<file path="src/rtl/fetch_pkg.sv">
package fetch_pkg;

    localparam int unsigned FE_ADDR_W = 32;
    localparam int unsigned FE_INSN_W = 32;

    typedef logic [FE_ADDR_W-1:0] fe_addr_t;
    typedef logic [FE_INSN_W-1:0] fe_insn_t;

    // Bubble word: all zero
    localparam fe_insn_t FE_NOP = '0;

    typedef struct packed {
        logic     valid;
        fe_addr_t pc;
        fe_insn_t insn;
    } fe_bundle_t;

    // What the stage does with the current cycle
    typedef enum logic [1:0] {
        FE_ADVANCE = 2'd0,  // deliver word, step PC
        FE_HOLD    = 2'd1,  // miss: bubble, zero step
        FE_STEER   = 2'd2   // redirect: bubble, load target
    } fe_action_t;

    function automatic fe_action_t fe_decide(input logic redir,
                                             input logic hit,
                                             input logic xlate_miss);
        if (redir)
            return FE_STEER;
        else if (hit && !xlate_miss)
            return FE_ADVANCE;
        else
            return FE_HOLD;
    endfunction

    function automatic fe_addr_t fe_step_pc(input fe_addr_t pc, input fe_addr_t step);
        return pc + step;
    endfunction

endpackage

</file>
<file path="src/rtl/fetch_pc_unit.sv">
module fetch_pc_unit
    import fetch_pkg::*;
#(
    parameter int unsigned STEP     = 4,
    parameter fe_addr_t    RESET_PC = 32'h0000_1000
) (
    input  logic       clk,
    input  logic       rst,
    input  fe_action_t action,
    input  fe_addr_t   target,
    output fe_addr_t   pc
);
    localparam fe_addr_t STEP_A = fe_addr_t'(STEP);

    fe_addr_t step;
    fe_addr_t pc_next;

    always_comb begin
        step    = (action == FE_ADVANCE) ? STEP_A : '0;
        pc_next = (action == FE_STEER) ? target : fe_step_pc(pc, step);
    end

    always_ff @(posedge clk) begin
        if (rst)
            pc <= RESET_PC;
        else
            pc <= pc_next;
    end
endmodule

</file>
<file path="src/rtl/fetch_bundle_reg.sv">
module fetch_bundle_reg
    import fetch_pkg::*;
(
    input  logic       clk,
    input  logic       rst,
    input  fe_action_t action,
    input  fe_addr_t   pc,
    input  fe_insn_t   word,
    output fe_bundle_t bundle
);
    fe_bundle_t nxt;

    always_comb begin
        nxt.pc = pc;
        if (action == FE_ADVANCE) begin
            nxt.valid = 1'b1;
            nxt.insn  = word;
        end else begin
            nxt.valid = 1'b0;
            nxt.insn  = FE_NOP;
        end
    end

    always_ff @(posedge clk) begin
        if (rst)
            bundle <= '{valid: 1'b0, pc: '0, insn: FE_NOP};
        else
            bundle <= nxt;
    end
endmodule

</file>
<file path="src/rtl/fetch_miss_timer.sv">
module fetch_miss_timer
    import fetch_pkg::*;
#(
    parameter int unsigned MISS_LIMIT = 1024
) (
    input  logic       clk,
    input  logic       rst,
    input  fe_action_t action,
    output logic       timeout
);
    localparam int unsigned CNT_W = $clog2(MISS_LIMIT + 1);
    localparam logic [CNT_W-1:0] LIMIT_C = CNT_W'(MISS_LIMIT);

    logic [CNT_W-1:0] cnt;

    always_ff @(posedge clk) begin
        if (rst)
            cnt <= '0;
        else if (action == FE_HOLD) begin
            if (cnt != LIMIT_C)
                cnt <= cnt + 1'b1;
        end else
            cnt <= '0;
    end

    assign timeout = (cnt == LIMIT_C);
endmodule

</file>
<file path="src/rtl/fetch_nop_inject.sv">
module fetch_nop_inject
    import fetch_pkg::*;
#(
    parameter int unsigned STEP       = 4,
    parameter int unsigned MISS_LIMIT = 1024,
    parameter logic [31:0] RESET_PC   = 32'h0000_1000
) (
    input  logic        clk,
    input  logic        rst,
    output logic [31:0] fe_addr,
    input  logic        ic_hit,
    input  logic [31:0] ic_word,
    input  logic        tlb_miss,
    input  logic        redir_valid,
    input  logic [31:0] redir_pc,
    output logic        bnd_valid,
    output logic [31:0] bnd_pc,
    output logic [31:0] bnd_insn,
    output logic        miss_tmo
);
    fe_action_t action;
    fe_addr_t   pc;
    fe_bundle_t bundle;

    assign action = fe_decide(redir_valid, ic_hit, tlb_miss);

    fetch_pc_unit #(.STEP(STEP), .RESET_PC(RESET_PC)) u_pc (
        .clk    (clk),
        .rst    (rst),
        .action (action),
        .target (redir_pc),
        .pc     (pc)
    );

    fetch_bundle_reg u_bnd (
        .clk    (clk),
        .rst    (rst),
        .action (action),
        .pc     (pc),
        .word   (ic_word),
        .bundle (bundle)
    );

    fetch_miss_timer #(.MISS_LIMIT(MISS_LIMIT)) u_tmr (
        .clk     (clk),
        .rst     (rst),
        .action  (action),
        .timeout (miss_tmo)
    );

    assign fe_addr   = pc;
    assign bnd_valid = bundle.valid;
    assign bnd_pc    = bundle.pc;
    assign bnd_insn  = bundle.insn;
endmodule

</file>
<file path="config.mk">
export PLATFORM = sky130hd
export DESIGN_NAME = fetch_nop_inject
export DESIGN_NICKNAME = d
export VERILOG_FILES = /design/src/rtl/fetch_pkg.sv /design/src/rtl/fetch_pc_unit.sv /design/src/rtl/fetch_bundle_reg.sv /design/src/rtl/fetch_miss_timer.sv /design/src/rtl/fetch_nop_inject.sv
export SDC_FILE = /design/constraint.sdc
export NUM_CORES = 1
export LEC_CHECK = 0
export BUFFER_PORTS_ARGS = -buffer_cell sky130_fd_sc_hd__clkbuf_2
export CAP_MARGIN = 20
export CORE_MARGIN = 2
export CORE_UTILIZATION = 40
export CTS_BUF_LIST = sky130_fd_sc_hd__clkbuf_8
export CTS_CLUSTER_DIAMETER = 30
export DETAILED_ROUTE_END_ITERATION = 8
export GPL_TIMING_DRIVEN = 1
export PLACE_DENSITY = 0.67
export SETUP_SLACK_MARGIN = 0.1
export SLEW_MARGIN = 20
export SYNTH_ARGS = -nofsm -noshare
export SYNTH_HDL_FRONTEND = slang
export SYNTH_SLANG_ARGS = --single-unit
export TNS_END_PERCENT = 100
</file>
<file path="constraint.sdc">
create_clock -name clk -period 3.1 [get_ports clk]
set_input_delay 0.465 -clock clk [delete_from_list [all_inputs] [get_ports clk]]
set_output_delay 0.465 -clock clk [all_outputs]
set_load 0.01 [all_outputs]
</file>
**Word-level counts from Yosys, hierarchy flattened**

Cells that the tools add are included.

- Add/sub/neg operators: 2
- Equality and inequality tests: 4
- Muxes and demuxes: 5
- Bitwise logic cells: 2
- Reductions and logical operators: 5

Operators with widths:

| kind | count |
|---|---|
| $add 32x32->32 | 1 |
| $mux 32 | 1 |
| $add 11x1->11 const B | 1 |
| $eq 11x11->1 const B | 1 |
| $ne 11x11->1 const B | 1 |
| $reduce_or 2->1 | 2 |
| $mux 3 | 1 |
| $eq 2x1->1 const B | 1 |
| $eq 2x2->1 const B | 1 |
| $logic_not 2->1 | 1 |
| $mux 1 | 2 |
| $mux 2 | 1 |
| $not 1->1 | 2 |
| $logic_and 1x1->1 | 1 |
| $logic_not 1->1 | 1 |

- Register bits: 108
- Bits of input ports: 69

**Longest topological paths before layout**

Gate-level depths: netlist of run 1.

- Depth after elaboration: 8
- Gate-level depth with buffers: 9

**Hierarchy**

From an unflattened synthesis of run 1, not the netlist that was laid out.

- Cell total of the unflattened synthesis: 436
- Area total of the unflattened synthesis: 4496.8 µm²

Modules (own cells, without submodules):

| module | instances | cells an instance | area each (µm²) |
|---|---|---|---|
| fetch_bundle_reg | 1 | 145 | 2135.8 |
| fetch_pc_unit | 1 | 227 | 1800.5 |
| fetch_miss_timer | 1 | 62 | 548.0 |
| fetch_nop_inject | 1 | 2 | 12.5 |

**Least setup slack after synthesis of run 1**

OpenSTA, ideal clock, no wires.

- Path type: in2reg
- From: input redir_valid
- To: register u_pc.pc[23]
- Setup time: 0.091 ns
- Arrival time: 2.546 ns
- Setup slack: 0.463 ns
- Cell stages on the path: 9
- Buffers on the path: 3
- Path through: clkbuf_1 > buf_1 > nor2_1 > ha_1 > nand4_2 > or3_1 > buf_2 > or4_1 > a311oi_1

- Cells in the longest elaborated chain, start to end: 5
- Elaborated cells on any way between the ends: 6
- Classes of those cells: add/sub: 1; eq/ne: 1; mux: 3; reduce/logical: 1

RTL lines:

| element | RTL line | text |
|---|---|---|
| from (decl) | fetch_nop_inject.sv:14 | `input logic redir_valid,` |
| $mux 2 * | fetch_pkg.sv:28 | `if (redir)` |
| $logic_not 2->1 | fetch_pc_unit.sv:19 | `step = (action == FE_ADVANCE) ? STEP_A : '0;` |
| $mux 3 | fetch_pc_unit.sv:19 |  |
| $add 32x32->32 | fetch_pkg.sv:37 | `return pc + step;` |
| $mux 32 * | fetch_pc_unit.sv:20 | `pc_next = (action == FE_STEER) ? target : fe_step_pc(pc, step);` |
| to (signal assigned) | fetch_pc_unit.sv:27 | `pc <= pc_next;` |
| to (decl) | fetch_pc_unit.sv:11 | `output fe_addr_t pc` |

Every way passes the cells marked *; elsewhere a longest branch is shown, timed or not.
A chain may end at the register's enable or synchronous reset.

**Worst setup path in the final report of run 1**

- From: register u_pc.pc[7]
- To: register u_pc.pc[29]

- Cells in the longest elaborated chain, start to end: 2

RTL lines:

| element | RTL line |
|---|---|
| $add 32x32->32 | fetch_pkg.sv:37 |
| $mux 32 | fetch_pc_unit.sv:20 |

No other way between the ends.

==> run summary, run 1 <==
most common cell after layout, fill and taps aside -> clkbuf_2
CTS root buffer -> clkbuf_8
Hold WC Path Type -> in -> reg
Area Overhead vs Synth -> 21.9%
syn nets -> 519
Fill cells -> 964
synthesized area per cell -> 9.57 um2
hold path start -> ic_word[23]
final core occ -> 50.3%
Global Route met3 Usage -> 2.74%
maximum vdd ir drop -> 0.262 mV
number of cells on the worst hold path -> 2
Psw -> 0.674 mW
top post-synthesis cells by area -> dfxtp_1 51%, buf_4 5.6%, and2_1 4.7%
fmax -> 426 MHz
Worst Path Arrival -> 2.62 ns
total grt overflow -> 0
Flop pwr share -> 56.9%
H-tree depth -> 3
clock power share -> 34.0%
busiest grt layer -> met2
Synth Register Bits -> 108
first-pass GRT wire length -> 16000 um
RSZ-0062 raised after global routing -> no
number of I/O pins -> 167
top_reg_cell synth -> dfxtp_1
worst path bufs/invs -> 0
initial core utilization -> 41.3%
leak pwr -> 2.31 nW
Gate power share -> 9.1%
Sw Share -> 25.6%
max-cap violation count -> 0
drt total wl -> 10300 um
GR Util met2 -> 28.0%
Tot GR Track Use -> 17.7%
Final Max Slew Viols -> 0
Tightest Pin Transition -> 0.899 ns
Synthesis Warnings -> 0
CP startpoint kind -> register
drc violations -> 0
Final Setup Violations -> 0
core area -> 0.0103 mm2
reg-to-reg endpoint -> u_pc.pc[29]$_SDFF_PP0_
Power Density -> 507 mW/mm2
post_cts resized -> 0
vias in the first global route -> 3218
Setup Skew -> 0.00899 ns
r2r setup slk -> 0.75 ns
gpl congestion -> 0.833
hold slack -> 0.289 ns
synth unique cells -> 39
initial drt markers -> 167
initial antenna violation count -> 0
setup TNS -> 0 ns
Req. time, crit path -> 3.37 ns
hold buffer count at cts -> 0
post-layout min period -> 2.35 ns
routed vias -> 3536
CTS clk-pin slew, worst paths -> 0.10 ns
placed cell areas -> 0.00498 mm2
DRT antenna net count -> 0
cell area after layout -> 0.00519 mm2
post-synthesis sequential area ratio -> 50.7%
status -> finished clean
Yosys top cell by area -> dfxtp_1
CTS tree -> yes
TritonCTS Sinks -> 108
Worst Reg2Reg Path Length in Cells -> 4
cells along the critical path -> nand3_1 -> or3_1 -> or4_1 -> a311oi_1
Synth Cell Area -> 0.00426 mm2
Crit-path slowest cell -> or3_1
n_diodes -> 0
WHS Endpoint -> u_bnd.bundle[23]$_SDFF_PP0_
relative max-transition margin -> 40.0%
Vert. Die Dim -> 107 um
PortBufs -> 166
Die Wd -> 107 um
Worst-Skew Late Latency -> 0.37 ns
Yosys top cell area share -> 50.7%
cell family with most CP delay -> simple AND/OR/NAND/NOR gates
commonest cells after routing, fill and taps aside -> 166 x clkbuf_2, 108 x dfxtp_1, 43 x nor2_1
worst r2r src -> u_pc.pc[7]$_SDFF_PP0_
cell-internal power -> 1.96 mW
Post-synth EDFFs -> 0
Detailed Place HPWL -> 7780 um
slowest stage delay, CP -> 0.69 ns
fin crit share -> 75.8%
met1 Use GR -> 23.6%
nets -> 647
layout cell share with drive strength beyond 1 -> 33.6%
total CTS buffers -> 9
critical path peak fanout -> 14
largest net degree at the start of global routing -> 34
post-DR vias/cell -> 4.95
WL/cell -> 14.4 um
WP depth -> 4
drt pass-1 iters -> 4
Syn Inst Count -> 445
row count -> 37
Setup crit end kind -> register
Hold Violations, Final -> 0
WS Path Type -> reg -> reg
ys async rst share -> 0%
Post-CTS Setup Bufs -> 0
total power -> 2.63 mW
die area -> 0.0115 mm2
Longest Clk Path Bufs -> 2
[power by group through the flow]
| stage | clock network [mW] | registers (mW) | logic (mW) |
|---|---|---|---|
| after floorplan | 0 | 1.52 | 0.155 |
| after global placement | 0 | 1.53 | 0.240 |
| after detailed placement | 0 | 1.53 | 0.243 |
| after CTS | 0.921 | 1.50 | 0.244 |
| after global routing | 0.975 | 1.51 | 0.266 |
| final | 0.895 | 1.50 | 0.240 |
[synthesized netlist by cell type (2+ instances only)]
master / count
nor4_1: 8
xor2_1: 8
buf_1: 5
nor3_1: 8
a311oi_1: 11
buf_2: 3
mux2i_1: 5
o31ai_1: 8
buf_4: 32
nand2b_1: 2
clkbuf_1: 16
a21oi_1: 6
nand2_1: 15
nand3_1: 14
and2_1: 32
nor2b_1: 27
or3_1: 5
inv_1: 14
xnor2_1: 14
and3_1: 4
o21ai_0: 2
a2111oi_0: 4
nand4_2: 2
dfxtp_1: 108
nor2_1: 43
a211oi_1: 11
or4_1: 8
and4_1: 4
ha_1: 5
nand4_1: 12
[how the worst max path moves through the flow]
stage,slack (ns),from,endpoint
detailed placement,0.41,tlb_miss,u_pc.pc[29]$_SDFF_PP0_
CTS,0.77,u_pc.pc[7]$_SDFF_PP0_,u_pc.pc[29]$_SDFF_PP0_
finish,0.75,u_pc.pc[7]$_SDFF_PP0_,u_pc.pc[29]$_SDFF_PP0_
floorplan,0.46,redir_valid,u_pc.pc[23]$_SDFF_PP0_
global placement,0.46,tlb_miss,u_pc.pc[31]$_SDFF_PP0_
global route,0.52,tlb_miss,u_pc.pc[28]$_SDFF_PP0_
[registers in the layout (all words and copies together), names as in the netlist]
name / count
u_pc.pc: 32
u_bnd.bundle: 65
u_tmr.cnt: 11
[per-stage QoR]
| step | instances | worst slack (ns) |
|---|---|---|
| global route | 714 | 0.524 |
| global placement | 698 | 0.456 |
| finish | 714 | 0.750 |
| CTS | 714 | 0.772 |
| detailed placement | 698 | 0.409 |
| floorplan | 445 | 0.463 |
[area by class of cell]
cell class / count / area, um2 / share of cell area, %
inverter: 14 / 52.6 / 1.01
clock inverter: 6 / 71.3 / 1.37
clock buffer: 10 / 138 / 2.65
tap: 136 / 170 / 3.28
multi-input combinational: 267 / 1720 / 33.1
sequential: 108 / 2160 / 41.6
timing repair buffer: 173 / 883 / 17.0
[cell families (layout without fill, tap and decap cells)]
kind of cell,Yosys count,count (layout),share of synthesized area (%)
compound gates,46,46,8.19
xor+xnor,22,22,4.52
fa+ha+maj,5,5,1.47
buf+inv,70,203,9.07
flops,108,108,50.7
mux,5,5,1.17
simple gates,189,189,24.8
[layer usage]
| layer | routed length [um] | up-vias |
|---|---|---|
| met1 | 4770 | 1630 |
| met4 | 211 | 0 |
| met2 | 4660 | 135 |
| met5 | 0 | - |
| li1 | - | 1756 |
| met3 | 649 | 15 |
No activity file was read; power rests on OpenSTA's default activity.
==> run 2: changes to the inputs <==
==> constraint.sdc (replaced) <==
create_clock -name clk -period 2.2 [get_ports clk]
set_input_delay 0.33 -clock clk [delete_from_list [all_inputs] [get_ports clk]]
set_output_delay 0.33 -clock clk [all_outputs]
set_load 0.01 [all_outputs]
==> run 2 against run 1 <==
Total power increased by 42%. First-iteration DRC count decreased by 10%. Combinational power up 63%. Largest power group unchanged. Clock power grew 41%. Sequential cell count unchanged. Via count rose by 3.0%. Clock skew shrank 0.0036 ns. Die area unchanged. Critical path depth grew 5.
==> run summary, run 2 (synthesis results as in run 1) <==
Req. time, crit path -> 2.48 ns
r2r setup slk -> 0.20 ns
PortBufs -> 166
CTS clk-pin slew, worst paths -> 0.10 ns
status -> finished clean
drt total wl -> 10400 um
Biggest register -> u_bnd.bundle
post-layout min period -> 2.01 ns
Longest Clk Path Bufs -> 2
routed vias -> 3642
post-DR vias/cell -> 4.93
drc violations -> 0
hold path start -> ic_word[22]
fin crit share -> 91.3%
Final Setup Violations -> 0
reg-to-reg endpoint -> u_pc.pc[30]$_SDFF_PP0_
WHS Endpoint -> u_bnd.bundle[22]$_SDFF_PP0_
most common cell after layout, fill and taps aside -> clkbuf_2
busiest grt layer -> met2
placed cell areas -> 0.00522 mm2
pre-CTS setup slack -> -0.200 ns
Multi-input gate area -> 0.00180 mm2
max FFs per register -> 65
cell-internal power -> 2.78 mW
Flop pwr share -> 56.0%
die area -> 0.0115 mm2
Area Overhead vs Synth -> 28.4%
initial core utilization -> 41.3%
CP startpoint kind -> input pin
Worst Path Arrival -> 2.29 ns
Hold WC Path Type -> in -> reg
Power Density -> 684 mW/mm2
gpl congestion -> 0.806
drt pass-1 iters -> 4
row count -> 37
core area -> 0.0103 mm2
Sw Share -> 25.6%
n_diodes -> 0
CTS tree -> yes
Final Max Slew Viols -> 0
Fill cells -> 953
worst r2r src -> u_pc.pc[2]$_SDFF_PP0_
max-cap violation count -> 0
flip-flop and latch area -> 0.00217 mm2
WL/cell -> 14.1 um
total CTS buffers -> 9
Detailed Place HPWL -> 7960 um
initial drt markers -> 150
RSZ-0062 raised after global routing -> no
Tot GR Track Use -> 17.9%
GR Util met2 -> 29.2%
met1 Use GR -> 22.4%
DRT antenna net count -> 0
cell area after layout -> 0.00547 mm2
initial antenna violation count -> 0
Setup Skew -> 0.00537 ns
WS Path Type -> in -> reg
top flop regs -> u_bnd.bundle: 65 flops, u_pc.pc: 32 flops, u_tmr.cnt: 11 flops
Gate power share -> 10.5%
relative max-transition margin -> 71.4%
number of cells on the worst hold path -> 2
Global Route met3 Usage -> 3.22%
Psw -> 0.959 mW
Hold Violations, Final -> 0
Worst-Skew Late Latency -> 0.37 ns
H-tree depth -> 3
critical path peak fanout -> 4
largest net degree at the start of global routing -> 42
TritonCTS Sinks -> 108
leak pwr -> 2.42 nW
first-pass GRT wire length -> 16200 um
Setup crit end kind -> register
hold buffer count at cts -> 0
clock power share -> 33.6%
nets -> 672
commonest cells after routing, fill and taps aside -> 166 x clkbuf_2, 105 x dfxtp_1, 42 x nor2_1
CTS root buffer -> clkbuf_8
number of I/O pins -> 167
maximum vdd ir drop -> 0.331 mV
final core occ -> 53.0%
fmax -> 498 MHz
Die Wd -> 107 um
Vert. Die Dim -> 107 um
total grt overflow -> 0
Tightest Pin Transition -> 0.429 ns
Worst Reg2Reg Path Length in Cells -> 6
vias in the first global route -> 3411
final worst slack -> 0.191 ns
layout cell share with drive strength beyond 1 -> 38.3%
[run 2: cell count changes in the layout (fill, tap and decap cells not counted), sizes merged]
| cell | before | now |
|---|---|---|
| buf | 7 | 32 |
| clkinv | 1 | 2 |
| inv | 16 | 15 |
[run 2: power groups by stage]
stage          logic (mW)  clock network (mW)  registers, mW
2_1_floorplan       0.229                   0           2.15
3_3_place_gp        0.388                   0           2.13
3_5_place_dp        0.394                   0           2.14
4_1_cts             0.396                1.29           2.09
5_1_grt             0.431                1.35           2.11
6_report            0.392                1.26           2.09
[run 2: area by class of cell]
type	instances	area share [%]
timing repair buffer	198	19.6
clock buffer	10	2.52
inverter	14	0.961
multi-input combinational	267	32.9
clock inverter	6	1.30
sequential	108	39.6
tap	136	3.11
[run 2: repair_timing]
action / 4_1_cts / 5_1_grt
resized for setup: 0 / 6
endpoints found under the setup margin: 0 / 6
buffers inserted: 0 / 3
[run 2: how the worst max path moves through the flow]
stage | start | to | slack, ns | cells past startpoint
after CTS | u_pc.pc[2]$_SDFF_PP0_ | u_pc.pc[30]$_SDFF_PP0_ | 0.12 | 6
after global routing | tlb_miss | u_pc.pc[30]$_SDFF_PP0_ | 0.11 | 9
after global placement | tlb_miss | u_pc.pc[30]$_SDFF_PP0_ | -0.12 | 9
after floorplan | redir_valid | u_pc.pc[30]$_SDFF_PP0_ | -0.04 | 9
after detailed placement | tlb_miss | u_pc.pc[30]$_SDFF_PP0_ | -0.20 | 9
final | tlb_miss | u_pc.pc[30]$_SDFF_PP0_ | 0.19 | 9
[run 2: routing by layer]
layer,part of all wire [%],vias to the layer above
met5,0,-
met4,2.0,0
met3,4.8,15
met2,49,103
met1,44,1715
li1,-,1809
[run 2: critical path, cell delays in order]
cell      delay, ns
clkbuf_2       0.08
nand2b_1       0.20
nor2_4         0.15
ha_4           0.18
ha_4           0.15
nand3_4        0.06
or3_4          0.35
or4_1          0.50
a311oi_1       0.29
[run 2: metrics by stage]
stage          hold slack [ns]  std cells  total power, mW  setup TNS (ns)
3_3_place_gp             0.469        720             2.52          -0.192
3_5_place_dp             0.477        720             2.53          -0.595
6_report                 0.148        739             3.74               0
5_1_grt                  0.129        739             3.88               0
2_1_floorplan            0.452        445             2.38         -0.0751
4_1_cts                  0.130        736             3.78               0
==> run 3: changes to the inputs <==
--- a/config.mk
+++ b/config.mk
@@ -8,12 +8,12 @@
 export BUFFER_PORTS_ARGS = -buffer_cell sky130_fd_sc_hd__clkbuf_2
 export CAP_MARGIN = 20
 export CORE_MARGIN = 2
-export CORE_UTILIZATION = 40
+export CORE_UTILIZATION = 50
 export CTS_BUF_LIST = sky130_fd_sc_hd__clkbuf_8
 export CTS_CLUSTER_DIAMETER = 30
 export DETAILED_ROUTE_END_ITERATION = 8
 export GPL_TIMING_DRIVEN = 1
-export PLACE_DENSITY = 0.67
+export PLACE_DENSITY = 0.81
 export SETUP_SLACK_MARGIN = 0.1
 export SLEW_MARGIN = 20
 export SYNTH_ARGS = -nofsm -noshare
==> run 3 against run 2 <==
Sequential power about the same. Maximum frequency is 2.3% higher. Critical path depth fell by 5. Via count shrank 1.1%. Design area fell by 1.3%. Clock power shrank 9.5%. Clock skew is 0.0057 ns higher. Worst hold slack gained 0.0030 ns. Count of clock-buffer cells in the layout did not move. Cell count is 4.3% lower. Highest routed layer unchanged.
==> run summary, run 3 (synthesis results as in run 1) <==
status -> finished clean
initial antenna violation count -> 0
maximum vdd ir drop -> 0.410 mV
r2r setup slk -> 0.24 ns
DRT antenna net count -> 0
WL/cell -> 14.4 um
commonest cells after routing, fill and taps aside -> 166 x clkbuf_2, 101 x dfxtp_1, 42 x nor2_1
total CTS buffers -> 9
RSZ-0062 raised after global routing -> no
Tightest Pin Transition -> 0.374 ns
H-tree depth -> 3
Worst Reg2Reg Path Length in Cells -> 4
core area -> 0.00826 mm2
Hold WC Path Type -> in -> reg
Setup Skew -> 0.0110 ns
CTS root buffer -> clkbuf_8
first-pass GRT wire length -> 15800 um
setup TNS -> 0 ns
reg-to-reg endpoint -> u_pc.pc[31]$_SDFF_PP0_
most common cell after layout, fill and taps aside -> clkbuf_2
die area -> 0.00927 mm2
Worst Path Arrival -> 2.24 ns
nets -> 671
number of cells on the worst hold path -> 2
drt pass-1 iters -> 4
Final Max Slew Viols -> 0
Detailed Place HPWL -> 7720 um
worst r2r src -> u_pc.pc[24]$_SDFF_PP0_
critical path peak fanout -> 6
drt total wl -> 10200 um
Die Wd -> 96.3 um
total grt overflow -> 0
Tot GR Track Use -> 21.8%
leak pwr -> 2.41 nW
Power Density -> 672 mW/mm2
CTS tree -> yes
Longest Clk Path Bufs -> 2
WHS Endpoint -> u_bnd.bundle[21]$_SDFF_PP0_
top flop regs -> u_bnd.bundle: 65 flops, u_pc.pc: 32 flops, u_tmr.cnt: 11 flops
total power -> 3.63 mW
fin crit share -> 89.3%
gpl congestion -> 0.826
initial drt markers -> 138
CP startpoint kind -> register
PortBufs -> 166
relative max-transition margin -> 74.8%
max FFs per register -> 65
WS Path Type -> reg -> reg
drc violations -> 0
Area Overhead vs Synth -> 26.8%
hold path start -> ic_word[21]
final worst slack -> 0.236 ns
CTS clk-pin slew, worst paths -> 0.11 ns
row count -> 33
Setup crit end kind -> register
pre-CTS setup slack -> -0.106 ns
TritonCTS Sinks -> 108
layout cell share with drive strength beyond 1 -> 38.7%
initial core utilization -> 51.6%
n_diodes -> 0
placed cell areas -> 0.00519 mm2
largest net degree at the start of global routing -> 40
Final Setup Violations -> 0
Worst-Skew Late Latency -> 0.37 ns
fmax -> 509 MHz
routed vias -> 3603
post-layout min period -> 1.96 ns
vias in the first global route -> 3514
Vert. Die Dim -> 96.3 um
Req. time, crit path -> 2.48 ns
number of I/O pins -> 167
Biggest register -> u_bnd.bundle
max-cap violation count -> 0
Hold Violations, Final -> 0
cell area after layout -> 0.00540 mm2
post-DR vias/cell -> 5.10
[run 3: power by group]
group	switching, mW	internal [mW]	leakage [nW]
Clock	0.687	0.454	0.0933
Sequential	0.0606	2.03	0.886
Combinational	0.206	0.186	1.43
[run 3: worst max-delay path, cell delays in order (launching register included)]
cell      delay, ns
dfxtp_1        0.44
nand3_1        0.12
or4_4          0.52
or4_1          0.52
a311oi_1       0.27
[run 3: timing repair]
action                     4_1_cts  5_1_grt
setup buffers                    0        1
resized for setup                0       10
hold buffers                     0        0
setup endpoints to repair        0        8
[run 3: routing by layer]
| metal | up-vias | GRT usage [%] | wire length (um) |
|---|---|---|---|
| li1 | 1803 | - | - |
| met1 | 1674 | 28.0 | 4350 |
| met2 | 112 | 35.1 | 5080 |
| met3 | 14 | 4.86 | 584 |
| met4 | 0 | 9.62 | 160 |
| met5 | - | 0 | 0 |
[run 3: per-stage QoR]
stage	std cells	hold slack (ns)	util, %
CTS	706	0.140	65.1
global route	707	0.139	65.4
detailed placement	690	0.484	62.8
finish	707	0.151	65.4
global placement	690	0.477	62.8
floorplan	445	0.452	-
[run 3: worst max-delay path by stage]
stage / start / end / slack [ns] / cells after the start
floorplan: redir_valid / u_pc.pc[30]$_SDFF_PP0_ / -0.04 / 9
global placement: tlb_miss / u_pc.pc[30]$_SDFF_PP0_ / -0.07 / 9
detailed placement: tlb_miss / u_pc.pc[30]$_SDFF_PP0_ / -0.11 / 9
CTS: u_pc.pc[9]$_SDFF_PP0_ / u_pc.pc[31]$_SDFF_PP0_ / 0.13 / 4
global route: u_pc.pc[19]$_SDFF_PP0_ / u_pc.pc[29]$_SDFF_PP0_ / 0.1 / 5
finish: u_pc.pc[24]$_SDFF_PP0_ / u_pc.pc[31]$_SDFF_PP0_ / 0.24 / 4
[run 3: final cells by class]
type / instances / area [um2]
Clock buffer: 10 / 138
Clock inverter: 6 / 47.5
Fill cell: 729 / 2860
Inverter: 14 / 52.6
Multi-Input combinational cell: 267 / 1800
Sequential cell: 108 / 2170
Tap cell: 105 / 131
Timing Repair Buffer: 197 / 1060
